## config.mk

```make
export PLATFORM = sky130hd
export DESIGN_NAME = ddr_rd_capture
export DESIGN_NICKNAME = d
export VERILOG_FILES = /design/src/rtl/rdcap_pkg.sv /design/src/rtl/rdcap_mode.sv /design/src/rtl/rdcap_evt.sv /design/src/rtl/rdcap_asm.sv /design/src/rtl/ddr_rd_capture.sv
export SDC_FILE = /design/constraint.sdc
export NUM_CORES = 1
export LEC_CHECK = 0
export ABC_AREA = 1
export BUFFER_PORTS_ARGS = -buffer_cell sky130_fd_sc_hd__buf_2
export CELL_PAD_IN_SITES_DETAIL_PLACEMENT = 0
export CELL_PAD_IN_SITES_GLOBAL_PLACEMENT = 1
export CORE_MARGIN = 2
export CORE_UTILIZATION = 37
export CTS_BUF_LIST = sky130_fd_sc_hd__clkbuf_4 sky130_fd_sc_hd__clkbuf_8
export DETAILED_ROUTE_END_ITERATION = 10
export PLACE_DENSITY_LB_ADDON = 0.1
export SKIP_LAST_GASP = 1
export SLEW_MARGIN = 25
export SYNTH_ARGS = -nofsm -noshare
export SYNTH_HDL_FRONTEND = slang
export SYNTH_SLANG_ARGS = --single-unit
```

## constraint.sdc

```tcl
create_clock -name clk -period 1.4 [get_ports clk]
set_clock_uncertainty 0.15 [all_clocks]
set_input_delay 0.42 -clock clk [delete_from_list [all_inputs] [get_ports clk]]
set_output_delay 0.42 -clock clk [all_outputs]
set_load 0.02 [all_outputs]
```

## src/rtl/rdcap_pkg.sv

```systemverilog
package rdcap_pkg;
   typedef enum logic [1:0] {
      SCH_ICLK = 2'd0,
      SCH_TAP  = 2'd1,
      SCH_STRB = 2'd2,
      SCH_NONE = 2'd3
   } sch_e;

   typedef enum logic [1:0] {
      W_X1 = 2'd0,
      W_X2 = 2'd1,
      W_X4 = 2'd2,
      W_X8 = 2'd3
   } wid_e;

   typedef struct packed {
      sch_e sch;
      wid_e wid;
      logic ddr;
      logic inv;
   } mode_t;
endpackage

```

## src/rtl/rdcap_mode.sv

```systemverilog
module rdcap_mode
   import rdcap_pkg::*;
(
   input  logic  clk,
   input  logic  rst_n,
   input  logic  read_start,
   input  mode_t mode_in,
   output mode_t mode_q
);
   always_ff @(posedge clk or negedge rst_n) begin
      if (!rst_n) begin
         mode_q <= '{sch: SCH_NONE, wid: W_X8, ddr: 1'b0, inv: 1'b0};
      end else if (read_start) begin
         mode_q <= mode_in;
      end
   end
endmodule

```

## src/rtl/rdcap_evt.sv

```systemverilog
module rdcap_evt
   import rdcap_pkg::*;
(
   input  logic  clk,
   input  logic  rst_n,
   input  logic  read_start,
   input  mode_t mode_q,
   input  logic  iclk_tick,
   input  logic  iclk_tick_n,
   input  logic  tap_ev,
   input  logic  dqs_dly,
   output logic  cap_ev
);
   logic dqs_q;
   logic raw_ev;
   logic skip_ph;

   // Strobe edge detector: previous level tracked every cycle.
   always_ff @(posedge clk or negedge rst_n) begin
      if (!rst_n) dqs_q <= 1'b0;
      else        dqs_q <= dqs_dly;
   end

   always_comb begin
      unique case (mode_q.sch)
         SCH_ICLK: raw_ev = mode_q.inv ? iclk_tick_n : iclk_tick;
         SCH_TAP:  raw_ev = tap_ev;
         SCH_STRB: raw_ev = mode_q.ddr ? (dqs_dly ^ dqs_q) : (dqs_dly & ~dqs_q);
         default:  raw_ev = 1'b0;
      endcase
   end

   // SDR on tick sources: every second event is the opposite edge.
   always_ff @(posedge clk or negedge rst_n) begin
      if (!rst_n)          skip_ph <= 1'b0;
      else if (read_start) skip_ph <= 1'b0;
      else if (raw_ev)     skip_ph <= ~skip_ph;
   end

   always_comb begin
      if (read_start)                                     cap_ev = 1'b0;
      else if (mode_q.ddr || mode_q.sch == SCH_STRB)      cap_ev = raw_ev;
      else                                                cap_ev = raw_ev & ~skip_ph;
   end
endmodule

```

## src/rtl/rdcap_asm.sv

```systemverilog
module rdcap_asm
   import rdcap_pkg::*;
#(
   parameter int DQ_W = 8
) (
   input  logic            clk,
   input  logic            rst_n,
   input  logic            read_start,
   input  wid_e            wid,
   input  logic            cap_ev,
   input  logic [DQ_W-1:0] dq,
   output logic [DQ_W-1:0] byte_q,
   output logic            byte_vld
);
   localparam int BYTE_W  = DQ_W;
   localparam int SPB_MAX = 8;
   localparam int CW      = $clog2(SPB_MAX);

   logic [BYTE_W-1:0] sh_q;
   logic [BYTE_W-1:0] cand [4];
   logic [BYTE_W-1:0] nxt;
   logic [CW-1:0]     cnt_q;
   logic [CW-1:0]     lim;

   for (genvar i = 0; i < 4; i++) begin : g_lane
      localparam int L = DQ_W >> (3 - i);
      if (L == BYTE_W) begin : g_full
         assign cand[i] = dq;
      end else begin : g_part
         assign cand[i] = {sh_q[BYTE_W-L-1:0], dq[L-1:0]};
      end
   end

   always_comb begin
      nxt = cand[wid];
      lim = CW'((SPB_MAX >> wid) - 1);
   end

   always_ff @(posedge clk or negedge rst_n) begin
      if (!rst_n) begin
         sh_q     <= '0;
         cnt_q    <= '0;
         byte_q   <= '0;
         byte_vld <= 1'b0;
      end else begin
         byte_vld <= 1'b0;
         if (read_start) begin
            sh_q  <= '0;
            cnt_q <= '0;
         end else if (cap_ev) begin
            if (cnt_q == lim) begin
               byte_q   <= nxt;
               byte_vld <= 1'b1;
               sh_q     <= '0;
               cnt_q    <= '0;
            end else begin
               sh_q  <= nxt;
               cnt_q <= cnt_q + 1'b1;
            end
         end
      end
   end
endmodule

```

## src/rtl/ddr_rd_capture.sv

```systemverilog
module ddr_rd_capture
   import rdcap_pkg::*;
#(
   parameter int DQ_W = 8
) (
   input  logic            clk,
   input  logic            rst_n,
   input  logic            read_start,
   input  logic [1:0]      scheme_i,
   input  logic [1:0]      width_i,
   input  logic            ddr_i,
   input  logic            inv_sel_i,
   input  logic            iclk_tick_i,
   input  logic            iclk_tick_n_i,
   input  logic            tap_ev_i,
   input  logic            dqs_dly_i,
   input  logic [DQ_W-1:0] dq_i,
   output logic [DQ_W-1:0] byte_o,
   output logic            byte_valid_o
);
   if (DQ_W < 8 || (DQ_W % 8) != 0) begin : g_bad_width
      $error("ddr_rd_capture: DQ_W must be a positive multiple of 8");
   end

   mode_t mode_in;
   mode_t mode_q;
   logic  cap_ev;

   assign mode_in = '{sch: sch_e'(scheme_i), wid: wid_e'(width_i), ddr: ddr_i, inv: inv_sel_i};

   rdcap_mode i_mode (
      .clk        (clk),
      .rst_n      (rst_n),
      .read_start (read_start),
      .mode_in    (mode_in),
      .mode_q     (mode_q)
   );

   rdcap_evt i_evt (
      .clk         (clk),
      .rst_n       (rst_n),
      .read_start  (read_start),
      .mode_q      (mode_q),
      .iclk_tick   (iclk_tick_i),
      .iclk_tick_n (iclk_tick_n_i),
      .tap_ev      (tap_ev_i),
      .dqs_dly     (dqs_dly_i),
      .cap_ev      (cap_ev)
   );

   rdcap_asm #(.DQ_W(DQ_W)) i_asm (
      .clk        (clk),
      .rst_n      (rst_n),
      .read_start (read_start),
      .wid        (mode_q.wid),
      .cap_ev     (cap_ev),
      .dq         (dq_i),
      .byte_q     (byte_o),
      .byte_vld   (byte_valid_o)
   );
endmodule

```

==> impl_metrics.env <==
export IMPL_result_of_the_run="finished, violations left"
export IMPL_violations="negative setup slack"
export IMPL_buf_inv_stages_crit_path=1
export IMPL_reg2reg_depth=6
export IMPL_first_global_vias=1333
export IMPL_drtPass1Iterations=4
export IMPL_synth_net_count=203
export IMPL_unrepaired_setup_endpoints_after_global_routing="true"
export IMPL_overflow=0
export IMPL_critPathSlowestCell="dfstp_2"
export IMPL_wirelength_um=3570
export IMPL_synthesis_stage_register_bit_count=27
export IMPL_die_area_mm2=0.00439
export IMPL_worst_setup_path_end_kind="flip-flop"
export IMPL_final_setup_worst_slack_ns=-0.222
export IMPL_hold_path_endpoint="i_evt.dqs_q"
export IMPL_clkTransAtPathRegs_ns=0.09
export IMPL_max_cap_violations=0
export IMPL_cp_data_required_time_ns=1.42
export IMPL_root_cell_of_the_clock_tree="clkbuf_8"
export IMPL_die_width_um=66.3
export IMPL_routabilityCongestion=0.795
export IMPL_main_area_contributors_after_synthesis="dfrtp_1 40%, nand2_1 15%, o21ai_0 8.0%"
export IMPL_crit_type="flip-flop to flip-flop"
export IMPL_timing_worst_slew_pin_value_ns=0.340
export IMPL_path_delay_family="flip-flops"
export IMPL_starting_density_pct=38.9
export IMPL_die_height_um=66.3
export IMPL_layout_drive_gt1_share_pct=40.1
export IMPL_r2r_end="i_asm.cnt_q[2]"
export IMPL_num_rows=22
export IMPL_slew_limit_headroom_pct=77.3
export IMPL_timing_critical_path_from_type="flip-flop"
export IMPL_static_leakage_power_nw=1.09
export IMPL_final_area_mm2=0.00216
export IMPL_antenna_violations_before_repair=0
export IMPL_routed_top_layer="met4"
export IMPL_timing_critical_path_arrival_ns=1.64
export IMPL_met3RoutedLength_um=126
export IMPL_drt_drc_violations_left=0
export IMPL_clock_insertion_delay_worst_skew_ns=0.28
export IMPL_post_drt_via_cell_ratio=4.91
export IMPL_synth_lib_cells_used_distinct=24
export IMPL_port_buffer_count=29
export IMPL_ctsLongestPathBuffers=2
export IMPL_ctsHtreeMaxLevel=1
export IMPL_max_clock_freq_mhz=616
export IMPL_hold_path_class="input port to flip-flop"
export IMPL_drtAntennaViolNets=0
export IMPL_synth_top_cell_area_share_pct=40.1
export IMPL_hold_path_cell_count=1
export IMPL_path_cells="xor2_1 -> nand2_2 -> nor2_8 -> inv_2 -> nand2_1 -> o21ai_2"
export IMPL_power_density_mw_per_mm2=1180
export IMPL_number_of_design_rule_violations_left_by_the_first_detailed_router_iteration=46
export IMPL_first_pass_grt_wire_length_um=5910
export IMPL_vdd_ir_drop_max_uv=707
export IMPL_met2_wirelength_um=1790
export IMPL_timing_critical_path_slowest_cell_delay_ns=0.59
export IMPL_period_share_pct=116
export IMPL_setup_violations=22
export IMPL_critical_path_reg2reg_startpoint="i_mode.mode_q[3]"
export IMPL_synthDominantAreaCellType="dfrtp_1"
export IMPL_postSynthCellCount=180
export IMPL_dp_final_hpwl_um=2560
export IMPL_finalMaxSlewViolations=0
export IMPL_antennaDiodeCount=0
export IMPL_yosysSeqAreaShare_pct=47.4
export IMPL_grt_start_max_net_pins=21
export IMPL_core_area_mm2=0.00369
export IMPL_fin_total_pwr_mw=2.55
export IMPL_floorplan_io_pins=30
export IMPL_rrSetupSlack_ns=-0.22
export IMPL_ys_warnings_count=0
export IMPL_pre_cts_slack_ns=-0.357
export IMPL_groute_usage_overall_pct=17.7
export IMPL_areaGrowthSynthToFinish_pct=50.5
export IMPL_route_detailed_wl_per_inst_um=12.3
export IMPL_period_needed_ns=1.62
export IMPL_tritoncts="done"
export IMPL_layout_nets=266
export IMPL_hold_violations=0
export IMPL_dpl_cell_area_mm2=0.00181
export IMPL_synthesis_area_mm2=0.00144
export IMPL_avgSynthCellArea_um2=7.97
export IMPL_critical_path_max_fanout=10
export IMPL_numClockSinks=27
export IMPL_cts_inserted_buffers=3
export IMPL_via_count=1423
export IMPL_drt_met1_wl_um=1620
export IMPL_worst_hold_startpoint="dqs_dly_i"
[per-stage QoR]
stage               hold WS (ns)  util [%]  TNS [ns]  std cells
floorplan                -0.0256         -     -1.41        180
global placement           0.180      49.1     -4.88        271
detailed placement         0.190      49.1     -5.61        271
CTS                        0.144      55.8     -3.70        287
global route               0.138      58.5     -5.35        290
finish                     0.150      58.5     -3.91        290
[cell type report]
cell class | instances | area (µm²)
repair buffers | 60 | 485
clock buffers | 3 | 41.3
well taps | 48 | 60.1
multi-input cells | 132 | 813
flip-flops and latches | 27 | 681
fillers | 349 | 1530
inverters | 19 | 71.3
clock inverters | 1 | 7.51
[per-layer routing]
layer,up-vias,GRT usage [%]
met1,663,21.7
met4,0,4.59
li1,725,-
met3,4,3.07
met2,31,31.6
met5,-,0
[power breakdown]
group          switching, mW  internal, mW  total, mW
clock network          0.253         0.202      0.456
registers              0.113         0.927       1.04
logic                  0.542         0.511       1.05
[state kept, by name, indices dropped and copies added, names as in the netlist]
name / count
i_asm.byte_q: 8
i_asm.sh_q: 7
i_mode.mode_q: 6
i_asm.cnt_q: 3
i_asm.byte_vld: 1
i_evt.dqs_q: 1
i_evt.skip_ph: 1
[timing repair]
| action | 4_1_cts | 5_1_grt |
|---|---|---|
| resized for setup | 30 | 17 |
| hold buffers | 1 | 0 |
| setup endpoints to repair | 26 | 30 |
| buffers inserted | 8 | 3 |
| endpoints found under the hold margin | 10 | 0 |
| gates cloned | 3 | 0 |
| pin swaps | 15 | 12 |
[synth_stat cells (all sizes together)]
library cell and n:
dfrtp 23, a21oi 4, o21ai 28, xor2 2, ha 2, dfstp 4
nand3 13, nor2 6, nand2 61, buf 3, o211ai 3, nand4 9
inv 19, clkbuf 2, o22ai 1
[layout by cell type, fill, tap and decap left out, types with 2 or more instances in the layout]
cell type  instances
xor2_1             2
o211ai_1           3
nor2_1             3
nand4_4            2
dfstp_2            4
nand3_1           11
o21ai_1            9
a21oi_4            2
inv_2              6
nand2_4            5
buf_4             24
nand2_1           53
buf_2             20
o21ai_2            4
inv_1             13
nand4_1            8
buf_6             12
dfrtp_1           23
a21oi_1            2
nand2_2            3
o21ai_0           15
buf_12             3
nor2_4             2
clkbuf_8           3
[worst max path at each step]
stage	from	to	slack [ns]	cells past startpoint
final	i_mode.mode_q[3]	i_asm.cnt_q[2]	-0.22	6
after global routing	i_mode.mode_q[5]	i_asm.byte_q[3]	-0.30	8
after CTS	i_mode.mode_q[5]	i_asm.sh_q[0]	-0.21	7
after detailed placement	dqs_dly_i	i_asm.cnt_q[0]	-0.36	7
after global placement	dqs_dly_i	i_asm.cnt_q[0]	-0.28	7
after floorplan	i_mode.mode_q[3]	i_asm.byte_q[0]	-0.09	6
[worst reg2reg max path, cell delays in order, from the launching register on]
cell     delay [ns]
dfstp_2        0.59
xor2_1         0.19
nand2_2        0.11
nor2_8         0.20
inv_2          0.13
nand2_1        0.10
o21ai_2        0.06
[cell families (layout without fill, tap and decap cells)]
group / after synthesis / in the layout / share of synthesized area [%]
AND/OR/NAND/NOR: 89 / 91 / 29.0
AO/OA/AOI/OAI: 36 / 37 / 13.9
flip-flops: 27 / 27 / 47.4
buffers and inverters: 24 / 83 / 6.63
adder cells (fa/ha/maj): 2 / 2 / 1.74
XOR/XNOR: 2 / 2 / 1.22
No activity file was read; power rests on OpenSTA's default activity.
